==> src/rtl/tdm_tx_pkg.sv <==
package tdm_tx_pkg;
  localparam int unsigned ST_TDE = 0;
  localparam int unsigned ST_TUE = 1;
  localparam int unsigned ST_TFS = 2;
  localparam int unsigned ST_W   = 3;
endpackage

==> src/rtl/tdm_tx_timing.sv <==
module tdm_tx_timing #(
  parameter int unsigned WORD_W    = 8,
  parameter int unsigned MAX_SLOTS = 32,
  localparam int unsigned SLOT_W   = $clog2(MAX_SLOTS + 1),
  localparam int unsigned CNT_W    = (MAX_SLOTS > 1) ? $clog2(MAX_SLOTS) : 1,
  localparam int unsigned BIT_W    = (WORD_W > 1) ? $clog2(WORD_W) : 1
) (
  input  logic              clk_i,
  input  logic              rst_ni,
  input  logic              bit_en_i,
  input  logic              net_mode_i,
  input  logic [SLOT_W-1:0] slots_i,
  output logic              start_o,
  output logic              shift_o,
  output logic              first_o
);
  logic [BIT_W-1:0]  bit_q;
  logic [CNT_W-1:0]  slot_q;
  logic [SLOT_W-1:0] eff_slots;
  logic [SLOT_W-1:0] slot_inc;
  logic              slot_end;

  always_comb begin
    if (!net_mode_i || slots_i == '0) eff_slots = SLOT_W'(1);
    else if (slots_i > SLOT_W'(MAX_SLOTS)) eff_slots = SLOT_W'(MAX_SLOTS);
    else eff_slots = slots_i;
  end

  assign slot_inc = SLOT_W'(slot_q) + SLOT_W'(1);
  assign slot_end = bit_en_i && (bit_q == BIT_W'(WORD_W - 1));
  assign start_o  = bit_en_i && (bit_q == '0);
  assign shift_o  = bit_en_i && (bit_q != '0);
  assign first_o  = (slot_q == '0);

  always_ff @(posedge clk_i or negedge rst_ni) begin
    if (!rst_ni) begin
      bit_q  <= '0;
      slot_q <= '0;
    end else if (bit_en_i) begin
      if (slot_end) begin
        bit_q  <= '0;
        slot_q <= (slot_inc >= eff_slots) ? '0 : CNT_W'(slot_inc);
      end else begin
        bit_q <= bit_q + BIT_W'(1);
      end
    end
  end

  assert_slot_range_R2: assert property (@(posedge clk_i) disable iff (!rst_ni)
    SLOT_W'(slot_q) < eff_slots);
endmodule

==> src/rtl/tdm_tx_chan.sv <==
module tdm_tx_chan #(
  parameter int unsigned WORD_W = 8
) (
  input  logic              clk_i,
  input  logic              rst_ni,
  input  logic              wr_i,
  input  logic [WORD_W-1:0] wdata_i,
  input  logic              load_i,
  input  logic              kill_i,
  input  logic              shift_i,
  input  logic              en_i,
  output logic              sdo_o
);
  logic [WORD_W-1:0] data_q;
  logic [WORD_W-1:0] shift_q;

  always_ff @(posedge clk_i or negedge rst_ni) begin
    if (!rst_ni) begin
      data_q  <= '0;
      shift_q <= '0;
    end else begin
      if (wr_i) data_q <= wdata_i;
      // old word is reloaded when not rewritten (retransmit on underrun)
      if (load_i) shift_q <= kill_i ? '0 : data_q;
      else if (shift_i) shift_q <= {shift_q[WORD_W-2:0], 1'b0};
    end
  end

  assign sdo_o = en_i & shift_q[WORD_W-1];
endmodule

==> src/rtl/tdm_tx_ctrl.sv <==
module tdm_tx_ctrl #(
  parameter int unsigned NUM_CH = 3
) (
  input  logic              clk_i,
  input  logic              rst_ni,
  input  logic              start_i,
  input  logic              first_i,
  input  logic [NUM_CH-1:0] ch_en_i,
  input  logic [NUM_CH-1:0] ch_wr_i,
  input  logic              slot_wr_i,
  input  logic              stat_rd_i,
  input  logic              tx_ie_i,
  input  logic              err_ie_i,
  output logic              kill_o,
  output logic              tde_o,
  output logic              tue_o,
  output logic              tfs_o,
  output logic              tx_irq_o,
  output logic              err_irq_o
);
  logic [NUM_CH-1:0] fresh_q, fresh_n;
  logic tde_q, tde_n, tue_q, tue_n, tfs_q, tfs_n;
  logic dis_q, dis_n, armed_q, armed_n;
  logic urun, full, service, live_start;

  always_comb begin
    live_start = start_i & ~dis_q;
    urun       = live_start & |(ch_en_i & ~fresh_q);
    fresh_n    = (live_start ? '0 : fresh_q) | ch_wr_i;
    full       = (|ch_wr_i) && ((fresh_n & ch_en_i) == ch_en_i);
    service    = full | slot_wr_i;

    tde_n = start_i ? 1'b1 : tde_q;
    if (service) tde_n = 1'b0;

    dis_n = start_i ? 1'b0 : dis_q;
    if (slot_wr_i) dis_n = 1'b1;

    tue_n   = tue_q;
    armed_n = armed_q | (stat_rd_i & tue_q);
    if (armed_q && service) begin
      tue_n   = 1'b0;
      armed_n = 1'b0;
    end
    if (urun) begin
      tue_n   = 1'b1;
      armed_n = 1'b0;
    end

    tfs_n = start_i ? first_i : tfs_q;
  end

  always_ff @(posedge clk_i or negedge rst_ni) begin
    if (!rst_ni) begin
      fresh_q <= '0;
      tde_q   <= 1'b0;
      tue_q   <= 1'b0;
      tfs_q   <= 1'b0;
      dis_q   <= 1'b0;
      armed_q <= 1'b0;
    end else begin
      fresh_q <= fresh_n;
      tde_q   <= tde_n;
      tue_q   <= tue_n;
      tfs_q   <= tfs_n;
      dis_q   <= dis_n;
      armed_q <= armed_n;
    end
  end

  assign kill_o    = dis_q;
  assign tde_o     = tde_q;
  assign tue_o     = tue_q;
  assign tfs_o     = tfs_q;
  assign tx_irq_o  = tde_q & tx_ie_i;
  assign err_irq_o = tue_q & err_ie_i;

  assert_tde_set_R3: assert property (@(posedge clk_i) disable iff (!rst_ni)
    (start_i && !(|ch_wr_i) && !slot_wr_i) |=> tde_q);

  assert_tue_rise_R5: assert property (@(posedge clk_i) disable iff (!rst_ni)
    $rose(tue_q) |-> $past(start_i));

  assert_tue_hold_R6: assert property (@(posedge clk_i) disable iff (!rst_ni)
    (tue_q && !armed_q) |=> tue_q);
endmodule

==> src/rtl/tdm_tx.sv <==
module tdm_tx
  import tdm_tx_pkg::*;
#(
  parameter int unsigned NUM_CH    = 3,
  parameter int unsigned WORD_W    = 8,
  parameter int unsigned MAX_SLOTS = 32,
  localparam int unsigned SLOT_W   = $clog2(MAX_SLOTS + 1),
  localparam int unsigned SEL_W    = $clog2(NUM_CH + 1)
) (
  input  logic              clk_i,
  input  logic              rst_ni,
  input  logic              bit_en_i,
  input  logic              net_mode_i,
  input  logic [SLOT_W-1:0] slots_i,
  input  logic [NUM_CH-1:0] ch_en_i,
  input  logic              tx_ie_i,
  input  logic              err_ie_i,
  input  logic              wr_i,
  input  logic [SEL_W-1:0]  wr_sel_i,
  input  logic [WORD_W-1:0] wr_data_i,
  input  logic              stat_rd_i,
  output logic [NUM_CH-1:0] sdo_o,
  output logic [ST_W-1:0]   status_o,
  output logic              tx_irq_o,
  output logic              err_irq_o
);
  localparam logic [SEL_W-1:0] SLOT_SEL = SEL_W'(NUM_CH);

  logic start, shift, first, kill, slot_wr;
  logic tde, tue, tfs;
  logic [NUM_CH-1:0] ch_wr;

  assign slot_wr = wr_i && (wr_sel_i == SLOT_SEL) && net_mode_i;

  tdm_tx_timing #(.WORD_W(WORD_W), .MAX_SLOTS(MAX_SLOTS)) i_timing (
    .clk_i, .rst_ni, .bit_en_i, .net_mode_i, .slots_i,
    .start_o(start), .shift_o(shift), .first_o(first)
  );

  for (genvar c = 0; c < NUM_CH; c++) begin : g_ch
    localparam logic [SEL_W-1:0] MY_SEL = SEL_W'(c);
    assign ch_wr[c] = wr_i && (wr_sel_i == MY_SEL);
    tdm_tx_chan #(.WORD_W(WORD_W)) i_chan (
      .clk_i, .rst_ni,
      .wr_i(ch_wr[c]), .wdata_i(wr_data_i),
      .load_i(start), .kill_i(kill), .shift_i(shift),
      .en_i(ch_en_i[c]), .sdo_o(sdo_o[c])
    );
  end

  tdm_tx_ctrl #(.NUM_CH(NUM_CH)) i_ctrl (
    .clk_i, .rst_ni, .start_i(start), .first_i(first),
    .ch_en_i, .ch_wr_i(ch_wr), .slot_wr_i(slot_wr), .stat_rd_i,
    .tx_ie_i, .err_ie_i, .kill_o(kill),
    .tde_o(tde), .tue_o(tue), .tfs_o(tfs),
    .tx_irq_o, .err_irq_o
  );

  always_comb begin
    status_o         = '0;
    status_o[ST_TDE] = tde;
    status_o[ST_TUE] = tue;
    status_o[ST_TFS] = tfs;
  end

  assert_dis_quiet_R7: assert property (@(posedge clk_i) disable iff (!rst_ni)
    (start && kill) |=> (sdo_o == '0));
endmodule

==> config.mk <==
export PLATFORM = sky130hd
export DESIGN_NAME = tdm_tx
export DESIGN_NICKNAME = d
export VERILOG_FILES = /design/src/rtl/tdm_tx_pkg.sv /design/src/rtl/tdm_tx_timing.sv /design/src/rtl/tdm_tx_chan.sv /design/src/rtl/tdm_tx_ctrl.sv /design/src/rtl/tdm_tx.sv
export SDC_FILE = /design/constraint.sdc
export NUM_CORES = 1
export LEC_CHECK = 0
export BUFFER_PORTS_ARGS = -buffer_cell sky130_fd_sc_hd__buf_4
export CAP_MARGIN = 20
export CORE_AREA = 8 8 117 119
export DETAILED_ROUTE_END_ITERATION = 7
export DIE_AREA = 0 0 125 127
export HOLD_SLACK_MARGIN = 0.02
export PLACE_DENSITY = 0.44
export SETUP_SLACK_MARGIN = 0.5
export SYNTH_ARGS = -nofsm -noshare
export SYNTH_HDL_FRONTEND = slang
export SYNTH_SLANG_ARGS = --single-unit
==> constraint.sdc <==
create_clock -name clk_i -period 2.8 [get_ports clk_i]
set_input_delay 0.7 -clock clk_i [delete_from_list [all_inputs] [get_ports clk_i]]
set_output_delay 0.7 -clock clk_i [all_outputs]
set_load 0.05 [all_outputs]
==> metrics.log, run 1 <==
INFO  metric status = finished, final reports clean
INFO  metric core.rowCount = 40
INFO  metric port_buffers = 34
INFO  metric hold_viol = 0
INFO  metric postSynth.topFlopCell = dfrtp_1
INFO  metric via_count = 2,291
INFO  metric vdd_ir_drop_max = about 0.00033 V
INFO  metric cts_max_path_buffers = 2
INFO  metric htree_num_levels = 3
INFO  metric dp_hpwl = between 4000 and 5000 um
INFO  metric track_usage = a little under a tenth
INFO  metric via_per_inst = ~4.7
INFO  metric synth.top_cell.area_share = between 50 and 60%
INFO  metric p_total = around 3.5 mW
INFO  metric ff_latch_area = around 1600 sq um
INFO  metric post_synthesis_cells = 307
INFO  metric synthesis.nets = 345
INFO  metric final_nets = around 370
INFO  metric period_minus_slack = roughly 2.1 ns
INFO  metric gp_congestion = 0.716
INFO  metric die_outline_width = about 130 um
INFO  metric most_frequent_standard_cell_in_the_layout_excluding_fill_and_tap_cells = dfrtp_1
INFO  metric clock-root-buffer = clkbuf_16
INFO  metric most_used_cells_in_the_layout_excluding_fill_and_tap_cells = dfrtp_1, buf_4, inv_1
INFO  metric numClockSinks = 64
INFO  metric final_layout_size_suffix_gt1_share = between 20 and 25%
INFO  metric post-cts-setup-buffers = 0
INFO  metric criticalPathCategory = flip-flop to flip-flop
INFO  metric power_leakage = 1.74 nW
INFO  metric pin_count = 35
INFO  metric first_pass_detailed_route_iteration_total = 4
INFO  metric final-max-slew-violation-count = 0
INFO  metric die_h = 127 um
INFO  metric cts_hold_repair.buffers = 0
INFO  metric fin_tns_setup = 0 ns
INFO  metric number_of_synthesized_flops_with_an_enable_pin = 0
INFO  metric die-area = 15,900 sq um
INFO  metric startpoint_type = flip-flop
INFO  metric min_path_type = input port to async pin
INFO  metric worstPathArrival = 2.36 ns
INFO  metric drtIter0Drc = 151
INFO  metric power-per-cell-area = ~920 nW/um^2
INFO  metric synth-warning-count = 0
INFO  metric worstPathRequired = roughly 3 ns
INFO  metric setup_viol_count_final = 0
INFO  metric synth-seq-cells = 64
INFO  metric routed_wl = a little under 7000 um
INFO  metric synth.largest_area_cell = dfrtp_1
INFO  metric num_antenna_cells = 0
INFO  metric netlist-cell-type-count = 36
INFO  metric floorplan.core_area = 11,800 sq um
INFO  metric synth_async_sr_flop_share = 100%
INFO  metric grt_setup_unrepaired = false
INFO  metric grt_overflow_total = 0
INFO  metric pin_count_of_the_biggest_net_entering_global_routing = 65
INFO  metric area_growth_syn_to_layout = 19.9%
INFO  metric cts_tree = yes
INFO  metric synth_area = ~3100 sq um
INFO  metric cts_inserted_buffers = 9
INFO  metric worstSkewPairLatency = about 0.32 ns
INFO  metric first_pass_grt_wire_length = approximately 12,000 um
INFO  metric critPathMaxFanout = 6
INFO  metric multi_input_comb_area = approximately 1300 sq um
INFO  metric clock.fmax = roughly 0.48 GHz
INFO  metric wl_per_cell = ~14 um
INFO  metric synth_area_per_cell = approximately 10 sq um
INFO  metric synth.yosys.seq_area_share = between 50% and 60%
INFO  metric route.detailed.drc = 0
INFO  metric first_global_vias = about 2,300
INFO  metric postRouteAntennaNets = 0
INFO  metric clock_skew = 0.00632 ns
INFO  metric max_cap_violations = 0
INFO  metric antenna_found_initial = 0
INFO  metric path_clk_slew = 0.05 ns
INFO  metric timing.max_slew.rel_slack = between 40% and 50%
INFO  metric final.period_utilization = 75.1%
INFO  metric timing_worst_slew_pin_value = between 0.8 and 0.9 ns
INFO  metric start_util = a little over a quarter
INFO  metric timing.critical_path.to_type = flip-flop
INFO  metric synth_area_leaders = dfrtp_1, mux2_2, a311oi_1
INFO  metric fillerInstances = approximately 1,200
-- report_power, final --
| group | leakage [nW] | switching (mW) | internal (mW) |
|---|---|---|---|
| logic | 0.838 | 0.612 | 0.428 |
| registers | 0.763 | 0.180 | 1.23 |
| clock network | 0.141 | 0.380 | 0.635 |
-- flip-flops by register name, summed over array words and instances, names as in the netlist --
name,cells
i_ctrl.tfs_o,1
g_ch.i_chan.shift_q,24
i_ctrl.kill_o,1
g_ch.i_chan.data_q,24
i_ctrl.tue_o,1
i_timing.bit_q,3
i_ctrl.fresh_q,3
i_ctrl.armed_q,1
i_timing.slot_q,5
i_ctrl.tde_o,1
-- metrics by stage --
stage / hold WS [ns] / cell area, sq um / instances / utilization, % / setup slack [ns]
after floorplan: 0.404 / 3140 / 307 / - / 0.619
after detailed placement: 0.467 / 3480 / 470 / 29.5 / 0.200
after CTS: 0.483 / 3750 / 485 / 31.8 / 0.550
final: 0.480 / 3760 / 485 / 31.9 / 0.698
after global routing: 0.519 / 3760 / 485 / 31.9 / 0.501
after global placement: 0.457 / 3480 / 470 / 29.5 / 0.279
-- kinds of logic (layout without fill, tap and decap cells) --
| kind of cell | count (synthesis) | after routing | share of synthesized area [%] |
|---|---|---|---|
| compound gates | 69 | 69 | 14.0 |
| xor+xnor | 3 | 3 | 0.837 |
| fa+ha+maj | 11 | 11 | 4.39 |
| buf+inv | 51 | 82 | 7.42 |
| flops | 64 | 64 | 51.0 |
| mux | 24 | 24 | 8.61 |
| simple gates | 85 | 85 | 13.7 |
-- cell usage after synthesis (2+ instances only) --
cell type  count
a21o_1         4
a21oi_1       22
a311oi_1      18
a31oi_1        2
and2_1         5
buf_2          3
buf_4          8
clkbuf_1       9
dfrtp_1       64
ha_1          11
inv_1         30
mux2_2        24
nand2_1       20
nand2b_1       2
nand3_1        9
nand3b_1       4
nor2_1        29
nor2b_1        2
nor3_1         6
nor4_1         2
o21ai_0       17
xnor2_1        2
-- area by class of cell --
cell class,instances,share of cell area [%]
clock buffer,11,6.72
clock inverter,4,0.532
inverter,30,2.99
multi-input combinational,192,34.9
sequential,64,42.6
tap,147,4.89
timing repair buffer,37,7.38
-- critical path, cell delays in order, from the launching register on --
cell,delay [ns]
dfrtp_2,0.41
ha_1,0.24
nand3_1,0.11
xnor2_1,0.22
ha_1,0.29
a21o_1,0.18
a21oi_1,0.17
o21ai_2,0.13
nor4_1,0.18
a21o_1,0.11
-- path summary, 6_finish.rpt --
path / from / to / slack (ns) / cells after the start
setup / recovery: i_timing.slot_q[0] / i_timing.slot_q[2] / 0.70 / 9
setup reg to reg: i_timing.slot_q[0] / i_timing.slot_q[2] / 0.70 / 9
hold reg to reg: g_ch[0].i_chan.data_q[0] / g_ch[0].i_chan.shift_q[0] / 0.48 / 2
min in group clk_i: g_ch[0].i_chan.data_q[0] / g_ch[0].i_chan.shift_q[0] / 0.48 / 2
hold / removal: rst_ni / g_ch[0].i_chan.shift_q[6] / 0.48 / 1
max in group asynchronous: rst_ni / i_timing.slot_q[0] / 1.71 / 1
-- routing by layer --
metal	share of wire (%)	up-vias	GRT usage (%)
met1	48	1122	11.4
met2	46	40	14.8
li1	-	1116	-
met4	2.4	0	4.87
met5	0	-	0
met3	3.5	13	1.83
-- timing repair --
action | 4_1_cts | 5_1_grt
gates resized for setup | 1 | 3
endpoints found under the setup margin | 2 | 4
cloned | 0 | 0
(Power assumes the default switching activity.)
==> run 2, diff against run 1 <==
Clock period 2.8 ns to 2 ns, I/O delays scaled along.
==> metrics.log, run 2 (synthesis gave the netlist of run 1 again) <==
INFO  metric status = finished, final reports clean (unchanged)
INFO  metric fillerInstances = 1,214 (was 1,222)
INFO  metric first_pass_grt_wire_length = 12,200 um (was 11,800 um)
INFO  metric vdd_ir_drop_max = 0.000420 V (was 0.000334 V)
INFO  metric groute.layer.met3.usage = 2.20% (was 1.83%)
INFO  metric grt_setup_unrepaired = true (was false)
INFO  metric most_frequent_standard_cell_in_the_layout_excluding_fill_and_tap_cells = dfrtp_1 (unchanged)
INFO  metric grtUsageMet2 = 15.0% (was 14.8%)
INFO  metric path_clk_slew = 0.05 ns (about the same)
INFO  metric timing_worst_slew_pin_value = 0.515 ns (was 0.838 ns)
INFO  metric grt_overflow_total = 0 (unchanged)
INFO  metric routed_wl = 7340 um (was 6930 um)
INFO  metric timing.critical_path.to_type = flip-flop (unchanged)
INFO  metric power-per-cell-area = 1310 nW/um^2 (was 921 nW/um^2)
INFO  metric gr-max-usage-layer = met2 (unchanged)
INFO  metric hold_viol = 0 (unchanged)
INFO  metric port_buffers = 34 (unchanged)
INFO  metric reg_top3 = g_ch.i_chan.data_q x24, g_ch.i_chan.shift_q x24, i_timing.slot_q x5 (unchanged)
INFO  metric fin_tns_setup = 0 ns (unchanged)
INFO  metric min_path_type = input port to async pin (unchanged)
INFO  metric worstPathArrival = 2.21 ns (was 2.36 ns)
INFO  metric gp_congestion = 0.720 (was 0.716)
INFO  metric setup_viol_count_final = 0 (unchanged)
INFO  metric first_pass_detailed_route_iteration_total = 4 (unchanged)
INFO  metric pin_count_of_the_biggest_net_entering_global_routing = 37 (was 65)
INFO  metric clock_skew = 0.00474 ns (was 0.00632 ns)
INFO  metric critPathMaxFanout = 6 (unchanged)
INFO  metric via_count = 2,385 (was 2,291)
INFO  metric postRouteAntennaNets = 0 (unchanged)
INFO  metric route.detailed.drc = 0 (unchanged)
INFO  metric start_util = 26.6% (unchanged)
INFO  metric final_util = 35.5% (was 31.9%)
INFO  metric drtIter0Drc = 189 (was 151)
INFO  metric final-max-slew-violation-count = 0 (unchanged)
INFO  metric most_used_cells_in_the_layout_excluding_fill_and_tap_cells = dfrtp_1, buf_4, inv_1 (unchanged)
INFO  metric clock-root-buffer = clkbuf_16 (unchanged)
INFO  metric wl_per_cell = 14.4 um (was 14.3 um)
INFO  metric htree_num_levels = 3 (unchanged)
INFO  metric max_cap_violations = 0 (unchanged)
INFO  metric timing.max_slew.rel_slack = 65.7% (was 44.1%)
INFO  metric die_h = 127 um (unchanged)
INFO  metric pin_count = 35 (unchanged)
INFO  metric criticalPathCategory = flip-flop to flip-flop (unchanged)
INFO  metric grt_util_met1 = 12.1% (was 11.4%)
INFO  metric final_nets = 397 (was 372)
INFO  metric core.rowCount = 40 (unchanged)
INFO  metric numClockSinks = 64 (unchanged)
INFO  metric track_usage = 9.58% (was 9.18%)
INFO  metric startpoint_type = flip-flop (unchanged)
INFO  metric final.period_utilization = 97.5% (was 75.1%)
INFO  metric clock.fmax = 0.513 GHz (was 0.476 GHz)
INFO  metric first_global_vias = 2,396 (was 2,328)
INFO  metric period_minus_slack = 1.95 ns (was 2.10 ns)
INFO  metric num_antenna_cells = 0 (unchanged)
INFO  metric worstPathRequired = 2.26 ns (was 3.06 ns)
INFO  metric cts_tree = yes (unchanged)
INFO  metric power_leakage = 1.93 nW (was 1.74 nW)
INFO  metric final_layout_size_suffix_gt1_share = 35.8% (was 24.9%)
INFO  metric antenna_found_initial = 0 (unchanged)
INFO  metric crit_slowest_cell = dfrtp_1 (was dfrtp_2)
INFO  metric die_outline_width = 125 um (unchanged)
INFO  metric worstPathBufferInverterCount = 2 (was 0)
INFO  metric cts_inserted_buffers = 9 (unchanged)
INFO  metric dp_hpwl = 4820 um (was 4590 um)
INFO  metric cpLargestDelayFamily = compound AO/OA/AOI/OAI gates (unchanged)
INFO  metric cp_cell_sequence = buf_6 -> inv_1 -> ha_1 -> ha_1 -> a21o_1 -> a31oi_1 -> o21ai_4 -> nor4_2 -> a21o_1 (was ha_1 -> nand3_1 -> xnor2_1 -> ha_1 -> a21o_1 -> a21oi_1 -> o21ai_2 -> nor4_1 -> a21o_1)
INFO  metric via_per_inst = 4.68 (was 4.72)
INFO  metric area_growth_syn_to_layout = 33.5% (was 19.9%)
INFO  metric floorplan.core_area = 11,800 sq um (unchanged)
INFO  metric cts_max_path_buffers = 2 (unchanged)
INFO  metric critical_path.max_stage_delay = 0.40 ns (was 0.41 ns)
INFO  metric die-area = 15,900 sq um (unchanged)
INFO  metric worstSkewPairLatency = 0.32 ns (about the same)
-- run 2: per-stage QoR --
step | setup WS [ns] | hold slack (ns) | instance area, sq um | std cells | total power, mW
finish | 0.0495 | 0.0822 | 4190 | 510 | 5.50
CTS | 0.0339 | 0.0896 | 4050 | 506 | 5.35
detailed placement | -0.198 | 0.438 | 3590 | 480 | 3.51
global route | -0.0901 | 0.0975 | 4190 | 510 | 5.87
floorplan | 0.116 | 0.204 | 3160 | 307 | 3.10
global placement | -0.0966 | 0.438 | 3590 | 480 | 3.48
-- run 2: worst reg2reg max path, cell delays in order (launching register included) --
cell and delay [ns]:
dfrtp_1 0.40, buf_6 0.12, inv_1 0.04, ha_1 0.31, ha_1 0.20, a21o_1 0.17, a31oi_1 0.25, o21ai_4 0.13
nor4_2 0.15, a21o_1 0.11
-- run 2: what timing repair did --
action	4_1_cts	5_1_grt
hold endpoints to repair	0	0
hold buffers	0	0
pin swaps	9	10
setup buffers	11	4
gates resized for setup	22	25
endpoints found under the setup margin	32	21
-- run 2: area by class of cell --
class | count | area, sq um | area share, %
Clock buffer | 12 | 267 | 6.36
Clock inverter | 3 | 40.0 | 0.956
Inverter | 30 | 113 | 2.69
Tap cell | 147 | 184 | 4.39
Timing Repair Buffer | 62 | 532 | 12.7
Sequential cell | 64 | 1600 | 38.3
Multi-Input combinational cell | 192 | 1450 | 34.7
-- run 2: routing by layer --
metal / share of wire (%) / wire (um)
met1: 48 / 3490
met2: 46 / 3370
met3: 4.2 / 311
met4: 2.2 / 159
met5: 0 / 0
-- run 2: final timing paths --
check / end / slack [ns] / from / cells after the start
worst min register to register: g_ch[2].i_chan.shift_q[0] / 0.48 / g_ch[2].i_chan.data_q[0] / 2
min in group clk_i: g_ch[2].i_chan.data_q[7] / 0.43 / wr_data_i[7] / 2
worst max register to register: i_timing.slot_q[2] / 0.05 / i_timing.slot_q[0] / 9
worst max-delay path: i_timing.slot_q[2] / 0.05 / i_timing.slot_q[0] / 9
max in group asynchronous: i_timing.slot_q[4] / 1.41 / rst_ni / 2
worst min-delay path: g_ch[0].i_chan.data_q[7] / 0.08 / rst_ni / 1
-- run 2: report_power, final --
part / total [mW] / leakage (nW) / switching (mW) / internal (mW)
registers: 2.01 / 0.763 / 0.284 / 1.73
clock network: 1.58 / 0.154 / 0.527 / 1.05
logic: 1.91 / 1.02 / 1.00 / 0.908
total: 5.50 / 1.93 / 1.81 / 3.69
